File: config.mk
export PLATFORM = sky130hd
export DESIGN_NAME = sdadc_backend
export DESIGN_NICKNAME = d
export VERILOG_FILES = /design/src/rtl/sdadc_pkg.sv /design/src/rtl/sd_decim_ctl.sv /design/src/rtl/sd_boxcar.sv /design/src/rtl/sd_dcblock.sv /design/src/rtl/sd_calib.sv /design/src/rtl/sdadc_backend.sv
export SDC_FILE = /design/constraint.sdc
export NUM_CORES = 2
export LEC_CHECK = 0
export BUFFER_PORTS_ARGS = -buffer_cell sky130_fd_sc_hd__buf_2
export CORE_ASPECT_RATIO = 0.7
export CORE_MARGIN = 8
export CORE_UTILIZATION = 65
export CTS_CLUSTER_SIZE = 14
export DETAILED_ROUTE_END_ITERATION = 10
export PLACE_DENSITY = 0.94
export SLEW_MARGIN = 20
export SYNTH_ARGS = -nofsm -noshare
export SYNTH_HDL_FRONTEND = slang
export SYNTH_SLANG_ARGS = --single-unit
File: constraint.sdc
create_clock -name clk -period 12.57 [get_ports clk]
set_input_delay 3.771 -clock clk [delete_from_list [all_inputs] [get_ports clk]]
set_output_delay 3.771 -clock clk [all_outputs]
set_load 0.005 [all_outputs]
File: src/rtl/sdadc_pkg.sv
package sdadc_pkg;

    typedef enum logic {
        HP_OFF = 1'b0,
        HP_ON  = 1'b1
    } hp_mode_e;

    localparam int MAX_CHANNELS = 8;

endpackage

File: src/rtl/sd_decim_ctl.sv
module sd_decim_ctl #(
    parameter int DEC_LOG2 = 4
) (
    input  logic clk,
    input  logic rst,
    output logic win_end,
    output logic word_vld,
    output logic out_vld
);
    typedef struct packed {
        logic [DEC_LOG2-1:0] cnt;
        logic                word_vld;
        logic                out_vld;
    } ctl_t;

    ctl_t st_d, st_q;

    always_comb begin
        st_d          = st_q;
        st_d.cnt      = st_q.cnt + 1'b1;
        st_d.word_vld = (st_q.cnt == {DEC_LOG2{1'b1}});
        st_d.out_vld  = st_q.word_vld;
        if (rst) begin
            st_d = '0;
        end
    end

    always_ff @(posedge clk) begin
        st_q <= st_d;
    end

    assign win_end  = (st_q.cnt == {DEC_LOG2{1'b1}});
    assign word_vld = st_q.word_vld;
    assign out_vld  = st_q.out_vld;

    // a strobe never lasts two cycles
    assert_strobe_single_R4: assert property (@(posedge clk) disable iff (rst)
        st_q.out_vld |=> !st_q.out_vld);

endmodule

File: src/rtl/sd_boxcar.sv
module sd_boxcar #(
    parameter int DEC_LOG2 = 4
) (
    input  logic                clk,
    input  logic                rst,
    input  logic                cmp_bit,
    input  logic                win_end,
    output logic                fb_bit,
    output logic [DEC_LOG2:0]   word
);
    localparam int R     = 1 << DEC_LOG2;
    localparam int SUM_W = DEC_LOG2 + 1;

    typedef struct packed {
        logic             fb;
        logic [R-1:0]     hist;
        logic [SUM_W-1:0] sum;
        logic [SUM_W-1:0] word;
    } box_t;

    box_t st_d, st_q;

    always_comb begin
        st_d      = st_q;
        st_d.fb   = cmp_bit;
        st_d.hist = {st_q.hist[R-2:0], st_q.fb};
        st_d.sum  = st_q.sum + {{(SUM_W-1){1'b0}}, st_q.fb}
                             - {{(SUM_W-1){1'b0}}, st_q.hist[R-1]};
        if (win_end) begin
            st_d.word = st_d.sum;
        end
        if (rst) begin
            st_d = '0;
        end
    end

    always_ff @(posedge clk) begin
        st_q <= st_d;
    end

    assign fb_bit = st_q.fb;
    assign word   = st_q.word;

    assert_fb_follows_R1: assert property (@(posedge clk) disable iff (rst)
        !$past(rst) |-> (st_q.fb == $past(cmp_bit)));

    assert_sum_bound_R3: assert property (@(posedge clk) disable iff (rst)
        st_q.sum <= SUM_W'(R));

    assert_sum_matches_R3: assert property (@(posedge clk) disable iff (rst)
        int'(st_q.sum) == $countones(st_q.hist));

endmodule

File: src/rtl/sd_dcblock.sv
module sd_dcblock #(
    parameter int DEC_LOG2   = 4,
    parameter bit HP_PRESENT = 1'b1,
    parameter int HP_SHIFT   = 4
) (
    input  logic                      clk,
    input  logic                      rst,
    input  logic                      hp_en,
    input  logic [DEC_LOG2:0]         x,
    input  logic                      x_vld,
    output logic signed [DEC_LOG2+1:0] y
);
    import sdadc_pkg::*;

    localparam int SUM_W = DEC_LOG2 + 1;
    localparam int YW    = SUM_W + 1;
    localparam int AW    = SUM_W + HP_SHIFT + 2;
    localparam int RMAX  = 1 << DEC_LOG2;

    generate
        if (HP_PRESENT) begin : g_hp
            typedef struct packed {
                logic signed [AW-1:0] acc;
            } dc_t;

            dc_t              st_d, st_q;
            hp_mode_e         mode;
            logic signed [AW-1:0] x_ext;
            logic signed [AW-1:0] tap;
            logic signed [AW-1:0] diff;

            always_comb begin
                mode  = hp_en ? HP_ON : HP_OFF;
                x_ext = $signed({{(AW-SUM_W){1'b0}}, x});
                tap   = st_q.acc >>> HP_SHIFT;
                diff  = x_ext - tap;
                st_d  = st_q;
                if (mode == HP_ON) begin
                    y = $signed(diff[YW-1:0]);
                    if (x_vld) begin
                        st_d.acc = st_q.acc + diff;
                    end
                end else begin
                    y        = $signed({1'b0, x});
                    st_d.acc = '0;
                end
                if (rst) begin
                    st_d = '0;
                end
            end

            always_ff @(posedge clk) begin
                st_q <= st_d;
            end

            assert_tracker_nonneg_R8: assert property (@(posedge clk) disable iff (rst)
                st_q.acc >= 0);
        end else begin : g_bypass
            assign y = $signed({1'b0, x});
        end
    endgenerate

    assert_y_range_R8: assert property (@(posedge clk) disable iff (rst)
        x_vld |-> (int'(y) >= -RMAX && int'(y) <= RMAX));

    assert_bypass_R7: assert property (@(posedge clk) disable iff (rst)
        (x_vld && !hp_en) |-> (int'(y) == int'(x)));

endmodule

File: src/rtl/sd_calib.sv
module sd_calib #(
    parameter int YW        = 6,
    parameter int OFF_W     = 6,
    parameter int GAIN_W    = 12,
    parameter int GAIN_FRAC = 8,
    parameter int OUT_W     = 12
) (
    input  logic                    clk,
    input  logic                    rst,
    input  logic signed [YW-1:0]    y,
    input  logic                    y_vld,
    input  logic signed [OFF_W-1:0] offset,
    input  logic [GAIN_W-1:0]       gain,
    output logic [OUT_W-1:0]        q
);
    localparam int DW = ((YW > OFF_W) ? YW : OFF_W) + 1;
    localparam int PW = DW + GAIN_W + 1;
    localparam logic signed [PW-1:0] MAXV = {{(PW-OUT_W+1){1'b0}}, {(OUT_W-1){1'b1}}};
    localparam logic signed [PW-1:0] MINV = {{(PW-OUT_W+1){1'b1}}, {(OUT_W-1){1'b0}}};
    localparam logic [GAIN_W-1:0]    UNITY = GAIN_W'(1) << GAIN_FRAC;

    typedef struct packed {
        logic [OUT_W-1:0] q;
    } cal_t;

    cal_t                 st_d, st_q;
    logic signed [DW-1:0] diff;
    logic signed [GAIN_W:0] gain_s;
    logic signed [PW-1:0] prod;
    logic signed [PW-1:0] scaled;
    logic [OUT_W-1:0]     clipped;

    always_comb begin
        diff   = y - offset;
        gain_s = $signed({1'b0, gain});
        prod   = diff * gain_s;
        scaled = prod >>> GAIN_FRAC;
        if (scaled > MAXV) begin
            clipped = MAXV[OUT_W-1:0];
        end else if (scaled < MINV) begin
            clipped = MINV[OUT_W-1:0];
        end else begin
            clipped = scaled[OUT_W-1:0];
        end
        st_d = st_q;
        if (y_vld) begin
            st_d.q = clipped;
        end
        if (rst) begin
            st_d = '0;
        end
    end

    always_ff @(posedge clk) begin
        st_q <= st_d;
    end

    assign q = st_q.q;

    assert_unity_R5: assert property (@(posedge clk) disable iff (rst)
        (y_vld && offset == '0 && gain == UNITY) |=> (int'($signed(st_q.q)) == int'($past(y))));

    // clipping keeps the sign of the corrected value
    assert_sign_kept_R6: assert property (@(posedge clk) disable iff (rst)
        (y_vld && (int'(y) - int'(offset)) > 0) |=> !st_q.q[OUT_W-1]);

endmodule

File: src/rtl/sdadc_backend.sv
module sdadc_backend #(
    parameter int NUM_CH     = 8,
    parameter int DEC_LOG2   = 4,
    parameter int OUT_W      = 12,
    parameter int GAIN_W     = 12,
    parameter int GAIN_FRAC  = 8,
    parameter bit HP_PRESENT = 1'b1,
    parameter int HP_SHIFT   = 4
) (
    input  logic                    clk,
    input  logic                    rst,
    input  logic [NUM_CH-1:0]       cmp_in,
    input  logic                    hp_en,
    input  logic [DEC_LOG2+1:0]     offset_cfg,
    input  logic [GAIN_W-1:0]       gain_cfg,
    output logic [NUM_CH-1:0]       fb_out,
    output logic                    smp_valid,
    output logic [NUM_CH*OUT_W-1:0] smp_data
);
    localparam int SUM_W = DEC_LOG2 + 1;
    localparam int YW    = SUM_W + 1;
    localparam int OFF_W = DEC_LOG2 + 2;

    logic win_end;
    logic word_vld;
    logic out_vld;

    sd_decim_ctl #(
        .DEC_LOG2 (DEC_LOG2)
    ) u_ctl (
        .clk      (clk),
        .rst      (rst),
        .win_end  (win_end),
        .word_vld (word_vld),
        .out_vld  (out_vld)
    );

    genvar c;
    generate
        for (c = 0; c < NUM_CH; c++) begin : g_ch
            logic [SUM_W-1:0]     raw_word;
            logic signed [YW-1:0] filt;

            sd_boxcar #(
                .DEC_LOG2 (DEC_LOG2)
            ) u_box (
                .clk     (clk),
                .rst     (rst),
                .cmp_bit (cmp_in[c]),
                .win_end (win_end),
                .fb_bit  (fb_out[c]),
                .word    (raw_word)
            );

            sd_dcblock #(
                .DEC_LOG2   (DEC_LOG2),
                .HP_PRESENT (HP_PRESENT),
                .HP_SHIFT   (HP_SHIFT)
            ) u_dc (
                .clk   (clk),
                .rst   (rst),
                .hp_en (hp_en),
                .x     (raw_word),
                .x_vld (word_vld),
                .y     (filt)
            );

            sd_calib #(
                .YW        (YW),
                .OFF_W     (OFF_W),
                .GAIN_W    (GAIN_W),
                .GAIN_FRAC (GAIN_FRAC),
                .OUT_W     (OUT_W)
            ) u_cal (
                .clk    (clk),
                .rst    (rst),
                .y      (filt),
                .y_vld  (word_vld),
                .offset ($signed(offset_cfg)),
                .gain   (gain_cfg),
                .q      (smp_data[c*OUT_W +: OUT_W])
            );
        end
    endgenerate

    assign smp_valid = out_vld;

endmodule

# Word-level counts from Yosys, hierarchy flattened
# Cells that the tools add are included.
# classes
add_sub_neg,41
multipliers,8
order_cmp,16
eq_ne,1
mux,25
bitwise,1
reduce_logical,1
# ops
op,count
$mux W12,16
$mul A7 B13 Y20,8
$gt A12 B12 Y1 const B,8
$lt A12 B12 Y1 const B,8
$add A11 B8 Y11,8
$sub A6 B7 Y8,8
$sub A6 B6 Y7,8
$mux W6,8
$add A5 B1 Y5,8
$sub A5 B1 Y5,8
$add A4 B1 Y4 const B,1
$eq A4 B4 Y1 const B,1
$reduce_or A2 Y1,1
$mux W1,1
$not A1 Y1,1
# totals
reg_bits,406
output_inout_bits,105

# Depth between registers and ports, before layout
# logic_depth
depth_word,7
mapped_depth,32
ltp_nobuf,30

# By module
# From an unflattened synthesis, not the netlist that was laid out.
# hier_totals
cells_unflattened,5513
area_unflattened_um2,47127.7
# by_module_without_submodules
mod,n_inst,cells_per_inst,area_per_inst_um2
sd_calib at g_ch[0].u_cal ...,4,458,3792.4
sd_dcblock,8,135,1116.1
sd_boxcar,8,99,1022.2
sd_calib at g_ch[5].u_cal,1,455,3752.3
sd_calib at g_ch[7].u_cal,1,464,3729.8
sd_calib at g_ch[1].u_cal,1,451,3648.5
sd_calib at g_ch[6].u_cal,1,421,3515.9
sd_decim_ctl,1,18,205.2

# Least setup slack after synthesis
# OpenSTA, ideal clock, no wires.
# synth_path
path_type,input to register
startpoint,input hp_en
endpoint,register g_ch[0].u_cal.st_q (netlist bit g_ch[0].u_cal.q[10])
setup_ns,0.128
arrival_ns,10.165
required_time_ns,12.442
setup_slack_ns,2.276
stages,24
n_path_buf,3
cell_sequence,buf_1 > clkbuf_1 > mux2_2 > ha_1 > a21o_1 > a21o_1 > a21o_1 > a21oi_1 > xnor2_1 > clkbuf_1 > nand2_1 > fa_1 > fa_1 > fa_1 > inv_1 > fa_1 > ha_1 > a2111oi_1 > o31ai_2 > a31oi_2 > nor4_1 > a2111oi_2 > xor2_1 > o21ai_0
# synth_between
elab_chain_len,7
elab_cells_between_ends,8
# synth_rtl
item,line_no,rtl
"start, declared",sdadc_backend.sv:13,"input logic hp_en,"
$mux W1 *,sd_dcblock.sv:33,mode = hp_en ? HP_ON : HP_OFF;
$mux W6 *,sd_dcblock.sv:38,if (mode == HP_ON) begin
$sub A6 B6 Y7 *,sd_calib.sv:34,diff = y - offset;
$mul A7 B13 Y20 *,sd_calib.sv:36,prod = diff * gain_s;
$lt A12 B12 Y1,sd_calib.sv:40,end else if (scaled < MINV) begin
$mux W12,sd_calib.sv:40,
$mux W12 *,sd_calib.sv:38,if (scaled > MAXV) begin
"end signal, assigned",sd_calib.sv:55,st_q <= st_d;
"end, declared",sd_calib.sv:26,"cal_t st_d, st_q;"
# Every way passes the cells marked *; elsewhere a longest branch is shown, timed or not.
# A chain may end at the register's enable or synchronous reset.

# Worst setup path after layout
# layout_path
startpoint,input hp_en
endpoint,register g_ch[4].u_cal.st_q (netlist bit g_ch[4].u_cal.q[7])
# layout_between
elab_chain_len,7
elab_cells_between_ends,8
# layout_rtl
item,line_no
$mux W1 *,sd_dcblock.sv:33
$mux W6 *,sd_dcblock.sv:38
$sub A6 B6 Y7 *,sd_calib.sv:34
$mul A7 B13 Y20 *,sd_calib.sv:36
$lt A12 B12 Y1,sd_calib.sv:40
$mux W12,sd_calib.sv:40
$mux W12 *,sd_calib.sv:38
"end signal, assigned",sd_calib.sv:55
"end, declared",sd_calib.sv:26
# Marks and branches as above.

==> metrics <==
DR vias/cell=5.98; die height=231 um; post-route cell area=about 46000 um^2; die area=74500 um^2; Worst EP arrival=approximately 11 ns; leading area contributor after synthesis=fa_1; CTS sink count=406; share of cells above drive strength 1=0.0652; # IOs=134; I/O Buffers=between 100 and 150; post_cts resized=0; Post-synth EDFFs=0; CTS Buf Count=44; Core Region=65000 um^2; CP required=approximately 13 ns; final core utilization=0.700; Yosys cell types=75; TNS Setup=0 ns; largest cells by area after synthesis=fa_1, dfxtp_1, ha_1; slew margin rel.=0.136; row count=78; asr flop ratio synth=0; count of pins over their slew limit=0; clock latency on the worst-skew pair=slightly above 0.6 ns; Routed Antenna Nets=0; vias=roughly 35000; Pre-antenna DRT Iters=8; WL per Instance=around 19 um; Hold Slack=around 0.43 ns; HPWL after detailed placement=between 70000 and 80000 um; CTS tree=built; Psw=around 3.1 mW; kind of critical path=primary input to register; post-synthesis cell count=~5000; Synth top area share=0.198; Initial Util=0.659; RSZ-0062 raised after global routing=no; initial antenna violation count=4; register share of total power=0.191; Leak=22.4 nW; status=finished clean; Final Cycle Share=0.852; Max Fanout on Critical Path=37; Fin. Hold Viols=0; P&R area growth vs syn=6.31%; critical path startpoint category=primary input; commonest non-fill, non-tap cells in the layout=inv_1, ha_1, fa_1; setup violators final=0; Syn Nets=5974; clock root cell=clkbuf_16; H-tree Lvls=2; Comb power frac=0.602; drt total wl=about 110000 um; Crit path top cell by count=fa_1; part of the Yosys area used for sequential elements=0.190; crit-path max cell delay=just under 0.7 ns; CP endpoint kind=register; clk slew on worst S/H paths=about 0.060 ns; buffers and inverters on the worst path=4; Post-Place Cells=~5800; Max stage delay cell, worst path=buf_2; mean post-synth cell area=between 8 and 9 um^2; number of DRC markers in iteration 0=roughly 3200; vias in the first global route=~37000; Hold WC Path Type=register to register; Die X=approximately 320 um; clk_skew=~0.025 ns; Slew @ Worst Pin=1.29 ns; PwrDens=153 nW/um^2; DP Area=around 44000 um^2; largest net degree at the start of global routing=between 100 and 150; top_reg_cell synth=dfxtp_1; Overflow after GRT=0; internal power=3.87 mW; Peak VDD IR=0.207 mV; fin crit period=10.71 ns; Final GP Congestion=0.903; fmax=93.3 MHz; DRC viols=0; Synth Register Bits=~400; first-pass GRT wire length=between 150000 and 200000 um; Clock power frac=0.207; NumNets Final=approximately 6000; GR Util All Layers=0.293; Mapped Area=approximately 43000 um^2; setup repair bufs after CTS=0; Max-Cap Viols=0; Layout Cells excl Fill=around 5800; most common cell after layout, fill and taps aside=inv_1; sw frac=0.445; synth warn=0; CP top delay family=adder cells; clk buf depth=3; cts-stage hold buffer count=0
-- final timing paths --
| kind | slack (ns) | start | cells after the start | endpoint |
|---|---|---|---|---|
| worst max register to register | 4.50 | g_ch[1].u_dc.g_hp.st_q[5]$_SDFFE_PP0P_ | 26 | g_ch[1].u_cal.q[4]$_SDFFE_PP0P_ |
| worst min register to register | 0.43 | g_ch[0].u_box.st_q[16]$_SDFF_PP0_ | 1 | g_ch[0].u_box.st_q[17]$_SDFF_PP0_ |
| worst max-delay path | 1.86 | hp_en | 26 | g_ch[4].u_cal.q[7]$_SDFFE_PP0P_ |
| worst min-delay path | 0.43 | g_ch[0].u_box.st_q[16]$_SDFF_PP0_ | 1 | g_ch[0].u_box.st_q[17]$_SDFF_PP0_ |
-- cells in the mapped netlist (all sizes together) (4+ instances only) --
master / number
o21bai: 15
and2: 360
o2111ai: 4
a31o: 4
a21oi: 190
a32o: 6
nor3: 66
a21boi: 12
mux2i: 71
a211o: 7
a22o: 6
a21o: 119
nand3b: 6
a211oi: 32
or3: 11
nand2: 318
o21a: 11
nor4: 11
buf: 29
a41oi: 30
a311oi: 9
ha: 569
a2111oi: 7
nor2: 378
nor2b: 247
nand4: 12
xor2: 102
mux2: 32
clkbuf: 207
nand2b: 19
o211ai: 12
fa: 424
or2: 25
o31ai: 11
nand3: 56
o21ai: 115
and3: 19
inv: 799
a31oi: 28
xnor2: 122
o41ai: 5
dfxtp: 406
a2111o: 8
-- flip-flops by register name (all words and copies together), names as in the netlist --
signal	count
g_ch.u_box.fb_bit	8
g_ch.u_dc.g_hp.st_q	88
g_ch.u_box.st_q	168
u_ctl.st_q	4
u_ctl.out_vld	1
u_ctl.word_vld	1
g_ch.u_box.word	40
g_ch.u_cal.q	96
-- area by class of cell --
type / count / area [um^2]
antenna: 3 / 7.51
clock buffer: 53 / 1180
clock inverter: 24 / 368
fill: 4384 / 19500
inverter: 800 / 3000
multi-input combinational: 3510 / 30800
sequential: 406 / 8130
tap: 880 / 1100
timing repair buffer: 162 / 905
-- metrics by stage --
stage / worst slack [ns] / total power [mW]
finish: 1.86 / 6.97
global route: 1.44 / 7.54
detailed placement: 1.38 / 5.40
global placement: 1.58 / 5.20
CTS: 1.93 / 6.90
floorplan: 2.28 / 4.50
-- power groups by stage --
stage | clock [mW] | sequential (mW) | combinational (mW)
floorplan | 0 | 1.35 | 3.15
global placement | 0 | 1.36 | 3.84
detailed placement | 0 | 1.36 | 4.04
CTS | 1.45 | 1.33 | 4.12
global route | 1.50 | 1.33 | 4.70
finish | 1.44 | 1.33 | 4.20
-- cell families after synthesis --
| group | synth area share |
|---|---|
| AOI/OAI and AO/OA | 0.102 |
| xor gates and xnor gates | 0.0458 |
| buffers and inverters | 0.0915 |
| muxes | 0.0250 |
| DFF | 0.190 |
| and+or+nand+nor | 0.181 |
| adders and majority gates | 0.364 |
-- routing by layer --
metal  vias to the layer above  track usage  part of all wire
met2                      1957        0.483              0.46
li1                      15755            -                 -
met3                       461       0.0631              0.10
met4                         2        0.136             0.048
met5                         -            0          0.000082
met1                     16721        0.367              0.39
(Power assumes the default switching activity.)
